`src/rtl/crc32s_pkg.sv`:
```
package crc32s_pkg;
  parameter int CRC_W = 32;

  typedef enum logic [1:0] {
    OP_ACC  = 2'b00,
    OP_EMIT = 2'b01,
    OP_CMP  = 2'b10,
    OP_NONE = 2'b11
  } crc_op_e;

  // One reflected step: shift toward bit 0, fold the polynomial in on feedback.
  function automatic logic [CRC_W-1:0] refl_step(input logic [CRC_W-1:0] cur,
                                                 input logic fb,
                                                 input logic [CRC_W-1:0] poly);
    return (cur >> 1) ^ ({CRC_W{fb}} & poly);
  endfunction
endpackage

```
`src/rtl/crc32s_reg.sv`:
```
module crc32s_reg
  import crc32s_pkg::*;
#(
  parameter logic [CRC_W-1:0] POLY = 32'hEDB88320,
  parameter logic [CRC_W-1:0] INIT = 32'hFFFFFFFF
) (
  input  logic             clk,
  input  logic             rst_n,
  input  logic             load_i,
  input  logic             adv_i,
  input  logic             use_fb_i,
  input  logic             data_i,
  output logic [CRC_W-1:0] crc_q
);
  logic fb;
  assign fb = use_fb_i & (data_i ^ crc_q[0]);

  always_ff @(posedge clk or negedge rst_n) begin
    if (!rst_n)      crc_q <= INIT;
    else if (load_i) crc_q <= INIT;
    else if (adv_i)  crc_q <= refl_step(crc_q, fb, POLY);
  end

  AST_LOAD_VALUE: assert property (@(posedge clk) disable iff (!rst_n)
    load_i |=> crc_q == INIT);
  AST_HOLD_IDLE: assert property (@(posedge clk) disable iff (!rst_n)
    (!load_i && !adv_i) |=> $stable(crc_q));
  AST_TOP_BIT: assert property (@(posedge clk) disable iff (!rst_n)
    (!load_i && adv_i && POLY[CRC_W-1]) |=> crc_q[CRC_W-1] == $past(fb));
  AST_ZERO_FILL: assert property (@(posedge clk) disable iff (!rst_n)
    (!load_i && adv_i && !use_fb_i) |=> !crc_q[CRC_W-1]);
endmodule

```
`src/rtl/crc32s_cmp.sv`:
```
module crc32s_cmp
  import crc32s_pkg::*;
#(
  parameter int NBITS = CRC_W,
  localparam int CW = $clog2(NBITS + 1)
) (
  input  logic clk,
  input  logic rst_n,
  input  logic clr_i,
  input  logic take_i,
  input  logic miss_i,
  output logic done_o,
  output logic bad_o
);
  logic [CW-1:0] cnt_q;

  assign done_o = (cnt_q == CW'(NBITS));

  always_ff @(posedge clk or negedge rst_n) begin
    if (!rst_n) begin
      cnt_q <= '0;
      bad_o <= 1'b0;
    end else if (clr_i) begin
      cnt_q <= '0;
      bad_o <= 1'b0;
    end else if (take_i && !done_o) begin
      cnt_q <= cnt_q + 1'b1;
      bad_o <= bad_o | miss_i;
    end
  end

  AST_CNT_LIMIT: assert property (@(posedge clk) disable iff (!rst_n)
    cnt_q <= CW'(NBITS));
  AST_MISS_STICKY: assert property (@(posedge clk) disable iff (!rst_n)
    (bad_o && !clr_i) |=> bad_o);
  AST_DONE_FROZEN: assert property (@(posedge clk) disable iff (!rst_n)
    (done_o && !clr_i) |=> (done_o && $stable(bad_o)));
endmodule

```
`src/rtl/crc32_serial.sv`:
```
module crc32_serial
  import crc32s_pkg::*;
#(
  parameter logic [CRC_W-1:0] POLY = 32'hEDB88320,
  parameter logic [CRC_W-1:0] INIT = 32'hFFFFFFFF
) (
  input  logic             clk,
  input  logic             rst_n,
  input  logic             init_i,
  input  logic             bit_en_i,
  input  logic [1:0]       op_i,
  input  logic             data_i,
  output logic [CRC_W-1:0] crc_o,
  output logic             ser_o,
  output logic             cmp_done_o,
  output logic             match_o
);
  crc_op_e op;
  logic    cmp_full;
  logic    cmp_bad;
  logic    acc_fire, emit_fire, cmp_fire, reg_adv;

  assign op        = crc_op_e'(op_i);
  assign acc_fire  = bit_en_i && !init_i && (op == OP_ACC);
  assign emit_fire = bit_en_i && !init_i && (op == OP_EMIT);
  assign cmp_fire  = bit_en_i && !init_i && (op == OP_CMP) && !cmp_full;
  assign reg_adv   = acc_fire | emit_fire | cmp_fire;

  crc32s_reg #(.POLY(POLY), .INIT(INIT)) u_reg (
    .clk      (clk),
    .rst_n    (rst_n),
    .load_i   (init_i),
    .adv_i    (reg_adv),
    .use_fb_i (acc_fire),
    .data_i   (data_i),
    .crc_q    (crc_o)
  );

  crc32s_cmp #(.NBITS(CRC_W)) u_cmp (
    .clk    (clk),
    .rst_n  (rst_n),
    .clr_i  (init_i),
    .take_i (cmp_fire),
    .miss_i (data_i ^ crc_o[0]),
    .done_o (cmp_full),
    .bad_o  (cmp_bad)
  );

  assign ser_o      = crc_o[0];
  assign cmp_done_o = cmp_full;
  assign match_o    = cmp_full & ~cmp_bad;

  AST_ONE_MODE: assert property (@(posedge clk) disable iff (!rst_n)
    $onehot0({acc_fire, emit_fire, cmp_fire}));
  AST_MATCH_NEEDS_DONE: assert property (@(posedge clk) disable iff (!rst_n)
    match_o |-> cmp_done_o);
  AST_INIT_CLEARS: assert property (@(posedge clk) disable iff (!rst_n)
    init_i |=> (!cmp_done_o && !match_o));
endmodule

```
`config.mk`:
```
export PLATFORM = sky130hd
export DESIGN_NAME = crc32_serial
export DESIGN_NICKNAME = d
export VERILOG_FILES = /design/src/rtl/crc32s_pkg.sv /design/src/rtl/crc32s_reg.sv /design/src/rtl/crc32s_cmp.sv /design/src/rtl/crc32_serial.sv
export SDC_FILE = /design/constraint.sdc
export NUM_CORES = 1
export LEC_CHECK = 0
export BUFFER_PORTS_ARGS = -buffer_cell sky130_fd_sc_hd__buf_2
export CORE_MARGIN = 3
export CORE_UTILIZATION = 54
export CTS_CLUSTER_DIAMETER = 120
export DETAILED_ROUTE_END_ITERATION = 8
export PLACE_DENSITY = 0.79
export SLEW_MARGIN = 15
export SYNTH_ARGS = -nofsm -noshare
export SYNTH_HDL_FRONTEND = slang
export SYNTH_SLANG_ARGS = --single-unit
```
`constraint.sdc`:
```
create_clock -name clk -period 2.17 [get_ports clk]
set_clock_uncertainty 0.1 [all_clocks]
set_input_delay 0.1085 -clock clk [delete_from_list [all_inputs] [get_ports clk]]
set_output_delay 0.1085 -clock clk [all_outputs]
set_load 0.005 [all_outputs]
```
After elaboration in Yosys (flattened, before gate mapping)
Index checks and enable logic that the tools add are counted.
{"block": "totals", "reg_bits": 39, "out_inout_bits": 35}
{"block": "op_classes", "muxes": 6, "n_bitwise": 8, "eq_ne": 3, "n_addsub": 1, "reduce_logical": 11}
{"op": "$mux W32", "count": 2}
{"op": "$xor A31 B32 Y32", "count": 1}
{"op": "$mux W6", "count": 2}
{"op": "$add A6 B1 Y6 const B", "count": 1}
{"op": "$eq A6 B6 Y1 const B", "count": 1}
{"op": "$logic_and A1 B1 Y1", "count": 6}
{"op": "$reduce_bool A2 Y1", "count": 2}
{"op": "$or A1 B1 Y1", "count": 3}
{"op": "$and A1 B1 Y1", "count": 2}
{"op": "$eq A2 B1 Y1 const B", "count": 1}
{"op": "$eq A2 B2 Y1 const B", "count": 1}
{"op": "$logic_not A1 Y1", "count": 2}
{"op": "$logic_not A2 Y1", "count": 1}
{"op": "$mux W1", "count": 2}
{"op": "$not A1 Y1", "count": 1}
{"op": "$xor A1 B1 Y1", "count": 1}

Longest topological paths before layout
Gate-level depths: netlist of run 1.
{"block": "depth", "word_depth": 7, "mapped_depth": 7, "mapped_depth_nobuf": 5}

By module
A second synthesis of run 1 with hierarchy kept.
{"block": "hier_totals", "hier_cells": 203, "hier_area_um2": 2178.3}
{"module": "crc32s_reg", "cells_per_inst": 151, "seq_area_each_um2": 840.8, "area_each_um2": 1690.4, "n_inst": 1}
{"module": "crc32s_cmp", "cells_per_inst": 44, "seq_area_each_um2": 175.2, "area_each_um2": 425.4, "n_inst": 1}
{"module": "crc32_serial", "cells_per_inst": 8, "seq_area_each_um2": 0.0, "area_each_um2": 62.6, "n_inst": 1}

Worst setup path before layout of run 1
Ideal clock, no wire load.
{"block": "synth_timing", "kind": "reg2reg", "startpoint": "register u_cmp.cnt_q[0]", "endpoint": "register u_reg.crc_q[5]", "setup_time_ns": 0.092, "stages_incl_launch_ff": 8, "path_slack_ns": 0.365, "t_arrival_ns": 1.613, "t_required_ns": 1.978, "synth_period_minus_slack_ns": 1.805, "n_path_buf": 2, "cell_sequence": "dfrtp_1 inv_1 ha_1 nor4bb_1 clkbuf_1 a211oi_1 buf_2 a32oi_1"}
{"block": "synth_via", "elab_chain_cells": 5}
{"item": "start, declared", "line_no": "crc32s_cmp.sv:15", "rtl": "logic [CW-1:0] cnt_q;"}
{"item": "start signal, assigned", "line_no": "crc32s_cmp.sv:27", "rtl": "cnt_q <= cnt_q + 1'b1;"}
{"item": "$eq A6 B6 Y1", "line_no": "crc32s_cmp.sv:17", "rtl": "assign done_o = (cnt_q == CW'(NBITS));"}
{"item": "$logic_not A1 Y1", "line_no": "crc32_serial.sv:26", "rtl": "assign cmp_fire = bit_en_i && !init_i && (op == OP_CMP) && !cmp_full;"}
{"item": "$logic_and A1 B1 Y1", "line_no": "crc32_serial.sv:26"}
{"item": "$or A1 B1 Y1", "line_no": "crc32_serial.sv:27", "rtl": "assign reg_adv = acc_fire | emit_fire | cmp_fire;"}
{"item": "$reduce_bool A2 Y1 (no line)"}
{"item": "end signal, assigned", "line_no": "crc32s_reg.sv:21", "rtl": "else if (adv_i) crc_q <= refl_step(crc_q, fb, POLY);"}
{"item": "end, declared", "line_no": "crc32s_reg.sv:13", "rtl": "output logic [CRC_W-1:0] crc_q"}
Every way passes these cells.
A chain may end at the register's enable or synchronous reset.

Worst setup path after layout of run 1
{"block": "layout_timing", "startpoint": "register u_cmp.cnt_q[0]", "endpoint": "register u_reg.crc_q[4]"}
Same word-level chain as after synthesis.

==> results.tsv, run 1 <==
metric	value	unit
postCtsSetupRepairBufs	0	
p_sw_frac	0.258	
synth-seq-cells	39	
grt-ovfl-total	0	
grt_use_total	0.238	
first_global_vias	1703	
io_pins	42	
report.final.hold_viol_count	0	
finalSetupTns	0	ns
viasPerCell	6.09	
max_freq	504	MHz
io_buffer_count	41	
drtIter0Drc	164	
power.clock.fraction	0.344	
hold_buffers	1	
fin_crit_sh	0.914	
fillCellCount	295	
synth_xor_area_frac	0.00429	
syn-num-nets	211	
antenna_found_initial	0	
grt_max_degree	40	
critPathArrivalTime	2.07	ns
finalSetupViolCount	0	
layout.nets	249	
die_h	67.5	um
setup.worst_path.end_class	register	
htreeDepth	2	
p_leak	0.978	nW
area_growth	17.2	%
netlist_top_cells_area	dfstp_2 41%, o211ai_1 9.2%, dfrtp_1 8.6%	
combPwrFrac	0.134	
p_int	0.00116	W
synth-edff-count	0	
max_stage_delay	0.76	ns
synth_top_cell_by_area	dfstp_2	
r2r-end	u_reg.crc_q[4]	
ys_seq_area_frac	0.498	
maxCapViolations	0	
drt-wirelength-per-cell	16.5	um
core	3490	sq um
reg2reg_slack	0.19	ns
dp_hpwl	3.15	mm
path_cells	inv_1 > ha_1 > nor4bb_1 > a21oi_1 > o211ai_1	
synth-compound-area-share	0.282	
ctsResizeCount	0	
tritoncts	done	
ant_nets	0	
initial_utilization	0.584	
power_density	655	nW/um^2
row_count	21	
drive_above_1_share	0.386	
cts.sinks	39	
antenna_cells	0	
seqPwrFrac	0.522	
async_flop_share	1.00	
path_depth	5	
drt_wl_total	4.74	mm
dr_total_vias	1747	
synth.avg_cell_area	10.1	sq um
insertion_delay	0.30	ns
r2r-start	u_cmp.cnt_q[0]	
synth-main-ff-cell	dfstp_2	
grt_pass1_wl	8.01	mm
yosys_warnings	0	
min_period	1.98	ns
netlist.area_leader.share	0.412	
synthMuxAreaShare	0.0104	
holdPathStages	3	
syn_area	2040	sq um
dieArea	4550	sq um
syn_inst	202	
synthSimpleGateAreaFrac	0.112	
die_x	67.5	um
cp.required	2.25	ns
clkTransAtPathRegs	0.07	ns
hold_class	in -> reg	
drc	0	
status	completed	
multiInputGateArea	860	sq um
start_kind	register	
crit_buf_inv	1	
reg2regPathDepth	5	
ys_types	38	
fin_cells	287	
synth_top_family_by_area	compound AO/OA/AOI/OAI gates	
synth_fa_ha_area_frac	0.0123	
worst-path-max-fanout	12	
hold_start	init_i	
slew_headroom	0.345	
dp.cells	278	
vdd_drop_max	339	uV
worst_path_max_delay_cell	a21oi_1	
slew_viol_final	0	
cts_root_buffer	clkbuf_8	
drt_pre_antenna_iters	4	
seq_area	1020	sq um
crit_family	compound AO/OA/AOI/OAI gates	
worstMarginPinSlew	0.982	ns
power.switching	0.000404	W
clock_path_buffers	2	
critical_path_class	reg -> reg	
gp_congestion	0.796	
rsz0062_at_grt	no	
cts_buffers	5	
whs_endpoint	u_cmp.cnt_q[3]	
==> layout make-up <==
class	instances	area share
sequential	39	0.425
multi-input combinational	125	0.359
timing repair buffer	53	0.125
clock buffer	8	0.0419
inverter	16	0.0251
tap	46	0.0241
==> power by group through the flow <==
stage / clock network, W / logic (W) / registers (W)
floorplan: 0 / 0.000117 / 0.000826
global route: 0.000583 / 0.000237 / 0.000823
CTS: 0.000551 / 0.000211 / 0.000817
global placement: 0 / 0.000205 / 0.000827
finish: 0.000539 / 0.000209 / 0.000817
detailed placement: 0 / 0.000209 / 0.000828
==> layout by cell type (no fill, tap or decap), types with 2 or more instances in the layout <==
master | Yosys | layout
inv_1 | 16 | 16
a211o_1 | 6 | 6
o21ai_0 | 15 | 15
or3_1 | 14 | 14
o211ai_1 | 25 | 25
buf_2 | 2 | 41
dfstp_2 | 32 | 32
ha_1 | 2 | 2
nand4bb_1 | 2 | 2
a21oi_1 | 3 | 3
o31ai_1 | 2 | 2
a32oi_1 | 13 | 13
a211oi_1 | 7 | 7
nand2_1 | 2 | 2
nor2_1 | 15 | 15
clkbuf_8 | 0 | 7
dfrtp_1 | 7 | 7
nand3_1 | 2 | 2
buf_4 | 1 | 11
==> sequential cells by signal, indices dropped and copies added, names as in the netlist <==
register	cells
u_cmp.bad_o	1
u_cmp.cnt_q	6
u_reg.crc_q	32
==> per-stage QoR <==
stage	total power [W]	hold WS [ns]	instance area, sq um	worst slack [ns]	utilization
after detailed placement	0.00104	0.158	2280	0.191	0.653
after global routing	0.00164	0.208	2390	0.00361	0.684
after CTS	0.00158	0.173	2390	0.185	0.684
after global placement	0.00103	0.163	2280	0.258	0.653
after floorplan	0.000943	-0.287	2040	0.365	-
final	0.00156	0.173	2390	0.187	0.684
==> Yosys cell counts, types with 2 or more instances <==
library cell / count
a211o_1: 6
nand4bb_1: 2
o31ai_1: 2
nand2_1: 2
a32oi_1: 13
or3_1: 14
clkbuf_1: 16
ha_1: 2
dfrtp_1: 7
buf_2: 2
nor2_1: 15
dfstp_2: 32
a21oi_1: 3
inv_1: 16
o211ai_1: 25
nand3_1: 2
a211oi_1: 7
o21ai_0: 15
buf_6: 2
==> tightest hold or removal path, delay by kind of cell <==
kind	cells	cell delay, ns
AO/OA/AOI/OAI	1	0.06
buffers and inverters	2	0.35
==> layer usage <==
layer	share of wire	vias up	track usage
met5	0	-	0
met4	0.023	0	0.114
met3	0.059	10	0.0632
met2	0.46	57	0.364
met1	0.46	847	0.313
li1	-	833	-
==> worst max path at each step <==
| stage | slack [ns] | endpoint | start |
|---|---|---|---|
| floorplan | 0.37 | u_reg.crc_q[5] | u_cmp.cnt_q[0] |
| global placement | 0.26 | u_reg.crc_q[14] | u_cmp.cnt_q[0] |
| detailed placement | 0.19 | u_reg.crc_q[17] | u_cmp.cnt_q[0] |
| CTS | 0.18 | u_reg.crc_q[17] | u_cmp.cnt_q[0] |
| global route | 0.004 | u_reg.crc_q[28] | u_cmp.cnt_q[0] |
| finish | 0.19 | u_reg.crc_q[4] | u_cmp.cnt_q[0] |
==> cell families after synthesis <==
family                     after synthesis
AOI/OAI and AO/OA                       79
xor gates and xnor gates                 1
adders and majority gates                2
buffers and inverters                   38
DFF                                     39
muxes                                    2
and+or+nand+nor                         41
No activity file was read; power rests on OpenSTA's default activity.
==> inputs of run 2 (changes only) <==
Settings changed: CORE_UTILIZATION 54 to 56, CTS_BUF_LIST from default to sky130_fd_sc_hd__clkbuf_8, PLACE_DENSITY 0.79 to 0.81, SKIP_CTS_REPAIR_TIMING from default to 1.
==> results.tsv, run 2 (synthesized netlist as in run 1, its figures left out) <==
metric	value	unit
tritoncts	done	
io_pins	42	
drt_pre_antenna_iters	4	
largest_reg_flops	32	
drt_wl_total	4.85	mm
initial_utilization	0.597	
ant_nets	0	
drt-wirelength-per-cell	17.0	um
p_leak	0.968	nW
cp.required	2.25	ns
grt_max_degree	40	
hold_class	in -> reg	
setup.worst_path.end_class	register	
min_period	2.04	ns
holdPathStages	3	
power_density	627	nW/um^2
insertion_delay	0.29	ns
htreeDepth	2	
antenna_cells	0	
grt_use_total	0.236	
report.final.hold_viol_count	0	
drc	0	
die_x	66.4	um
worst-path-max-fanout	12	
cts_root_buffer	clkbuf_8	
die_h	66.4	um
cts_buffers	5	
clkTransAtPathRegs	0.07	ns
viasPerCell	6.15	
dieArea	4400	sq um
finalSetupTns	0	ns
first_global_vias	1562	
max_freq	489	MHz
drive_above_1_share	0.377	
rsz0062_at_grt	yes	
whs	0.191	ns
slew_viol_final	0	
row_count	21	
io_buffer_count	41	
clock_path_buffers	2	
grt_pass1_wl	7.94	mm
vdd_drop_max	459	uV
status	completed	
area_growth	15.7	%
critical_path_class	reg -> reg	
final_cell_mix	41 x buf_2, 32 x dfstp_2, 25 x o211ai_1	
antenna_found_initial	0	
core	3420	sq um
dr_total_vias	1752	
final_common_cell	buf_2	
fin_cells	285	
critPathArrivalTime	2.12	ns
dp.cells	277	
fin_crit_sh	0.942	
cts.sinks	39	
top_regs	u_reg.crc_q x32, u_cmp.cnt_q x6, u_cmp.bad_o x1	
maxCapViolations	0	
power.total	0.00148	W
start_kind	register	
drtIter0Drc	134	
gp_congestion	0.829	
reg2regPathDepth	5	
dp_hpwl	3.16	mm
layout.nets	248	
reg2reg_slack	0.13	ns
fillCellCount	283	
top_register	u_reg.crc_q	
worstMarginPinSlew	0.997	ns
grt-ovfl-total	0	
finalSetupViolCount	0	
slew_headroom	0.335	
-- run 2: changes by cell type in the layout (fill, tap and decap cells not counted), sizes merged --
| cell | change |
|---|---|
| buf | -1 |
| clkbuf | -3 |
| inv | +2 |
-- run 2: final timing paths --
| check | start | to |
|---|---|---|
| worst max-delay path | u_cmp.cnt_q[0] | u_reg.crc_q[13] |
| worst min register to register | u_reg.crc_q[4] | u_reg.crc_q[4] |
| worst min-delay path | init_i | u_cmp.cnt_q[4] |
| max in group asynchronous | rst_n | u_cmp.bad_o |
| worst max register to register | u_cmp.cnt_q[0] | u_reg.crc_q[13] |
| min in group asynchronous | rst_n | u_cmp.cnt_q[4] |
-- run 2: where the power goes --
| part | leakage (nW) | switching, W | internal, W | total [W] |
|---|---|---|---|---|
| Combinational | 0.487 | 0.000127 | 0.0000814 | 0.000209 |
| Sequential | 0.434 | 0.0000301 | 0.000788 | 0.000818 |
| Clock | 0.0466 | 0.000240 | 0.000212 | 0.000452 |
| Total | 0.968 | 0.000397 | 0.00108 | 0.00148 |
-- run 2: cell type report --
type,instances,area [sq um],share of cell area
Sequential cell,39,1020,0.431
Multi-Input combinational cell,125,860,0.364
Timing Repair Buffer,52,290,0.123
Clock buffer,5,68.8,0.0292
Inverter,16,60.1,0.0255
Tap cell,46,57.6,0.0244
Clock inverter,2,7.51,0.00318
-- run 2: critical path: stages, from the launching register on --
cell      delay, ns
dfrtp_1        0.44
inv_1          0.07
ha_1           0.21
nor4bb_1       0.16
a21oi_1        0.77
o211ai_1       0.18
-- run 2: per-layer routing --
metal,up-vias,GRT usage,share of wire
met4,0,0.0609,0.0074
met3,6,0.0527,0.055
met5,-,0,0
met1,857,0.360,0.49
met2,59,0.335,0.45
li1,830,-,-
-- run 2: metrics by stage --
step	instance area, sq um	setup slack (ns)	utilization
floorplan	2040	0.365	-
global placement	2270	0.265	0.666
detailed placement	2270	0.161	0.666
CTS	2350	0.131	0.688
global route	2360	-0.0202	0.691
finish	2360	0.125	0.691
==> inputs of run 3 (changes only) <==
Settings changed: CORE_ASPECT_RATIO from default to 2, MAX_ROUTING_LAYER from default to met4.
==> results.tsv, run 3 (synthesized netlist as in run 1, its figures left out) <==
metric	value	unit
slew_viol_final	0	
max_freq	520	MHz
grt-ovfl-total	0	
min_period	1.92	ns
reg2regPathDepth	5	
fin_crit_sh	0.886	
dpl_cell_area	2280	sq um
layout.nets	249	
dp_hpwl	3.54	mm
slew_headroom	0.361	
core	3450	sq um
hold_start	init_i	
dr_total_vias	1780	
top_register	u_reg.crc_q	
die_x	48.7	um
clkTransAtPathRegs	0.07	ns
top_regs	u_reg.crc_q x32, u_cmp.cnt_q x6, u_cmp.bad_o x1	
initial_utilization	0.591	
start_kind	register	
first_global_vias	1788	
dp_worst_setup_slack	0.240	ns
worst_path_max_delay_cell	a21oi_1	
htreeDepth	2	
drc	0	
worstMarginPinSlew	0.958	ns
io_buffer_count	41	
crit_family	compound AO/OA/AOI/OAI gates	
power.total	0.00152	W
final_area	2380	sq um
p_leak	0.974	nW
r2r-end	u_reg.crc_q[13]	
drtIter0Drc	59	
drt-wirelength-per-cell	17.5	um
grt_use_total	0.258	
cp.required	2.25	ns
area_growth	16.7	%
clock_path_buffers	2	
hold_class	in -> reg	
gp_congestion	0.810	
finalSetupViolCount	0	
cts_buffers	5	
drt_pre_antenna_iters	4	
ant_nets	0	
status	completed	
drive_above_1_share	0.388	
whs_endpoint	u_cmp.cnt_q[3]	
setup.worst_path.end_class	register	
max_stage_delay	0.74	ns
antenna_found_initial	0	
reg2reg_slack	0.25	ns
path_cells	inv_1 > ha_1 > nor4bb_1 > a21oi_1 > o211ai_1	
holdPathStages	3	
dieArea	4450	sq um
fillCellCount	329	
final_common_cell	buf_2	
tritoncts	done	
insertion_delay	0.29	ns
power_density	638	nW/um^2
critical_path_class	reg -> reg	
report.final.hold_viol_count	0	
grt_max_degree	40	
crit_buf_inv	1	
worst-path-max-fanout	12	
maxCapViolations	0	
cts_root_buffer	clkbuf_8	
final_cell_mix	41 x buf_2, 32 x dfstp_2, 25 x o211ai_1	
setup_slack	0.248	ns
vdd_drop_max	534	uV
antenna_cells	0	
finalSetupTns	0	ns
grt_pass1_wl	8.55	mm
row_count	30	
rsz0062_at_grt	no	
r2r-start	u_cmp.cnt_q[1]	
viasPerCell	6.18	
drt_wl_total	5.05	mm
cts.sinks	39	
critPathArrivalTime	2.00	ns
io_pins	42	
largest_reg_flops	32	
die_h	91.3	um
## run 3: changes by cell type in the layout (fill, tap and decap cells not counted)
cell	change
clkinv_2	+1
clkbuf_8	+1
buf_4	+1
inv_1	-2
## run 3: power by group
group / internal, W / switching (W) / leakage (nW)
logic: 0.0000826 / 0.000131 / 0.493
clock network: 0.000249 / 0.000241 / 0.0470
registers: 0.000788 / 0.0000288 / 0.434
## run 3: worst max path at each step
stage                              start  depth (start not counted)         endpoint
after floorplan           u_cmp.cnt_q[0]                          7   u_reg.crc_q[5]
after global routing      u_cmp.cnt_q[1]                          5  u_reg.crc_q[25]
after CTS                 u_cmp.cnt_q[1]                          5  u_reg.crc_q[25]
after global placement    u_cmp.cnt_q[1]                          5   u_reg.crc_q[3]
after detailed placement          init_i                          4  u_reg.crc_q[21]
final                     u_cmp.cnt_q[1]                          5  u_reg.crc_q[13]
## run 3: cell type report
cell class	instances	area, sq um	share of cell area
Timing Repair Buffer	53	298	0.125
Inverter	16	60.1	0.0252
Sequential cell	39	1020	0.427
Multi-Input combinational cell	125	860	0.361
Clock inverter	1	5.00	0.00210
Clock buffer	6	82.6	0.0347
Tap cell	48	60.1	0.0252
## run 3: stage by stage
stage / util / hold slack [ns] / std cells
global placement: 0.661 / 0.155 / 280
global route: 0.689 / 0.239 / 288
finish: 0.689 / 0.218 / 288
floorplan: - / -0.287 / 202
CTS: 0.687 / -0.167 / 287
detailed placement: 0.661 / 0.152 / 280
## run 3: worst register-to-register path, delay by kind of cell, from the launching register on
family,cells,cell delay (ns)
flip-flops,1,0.39
buffers and inverters,1,0.07
AO/OA/AOI/OAI,2,0.91
adder cells (fa/ha/maj),1,0.19
AND/OR/NAND/NOR,1,0.15
## run 3: per-layer routing
metal  global-route usage  wire length [um]  vias to the layer above
li1                     -                 -                      829
met1                0.274              1880                      883
met2                0.459              2850                       58
met3               0.0378               174                       10
met4                0.124               146                        0
met5                    -                 0                        -
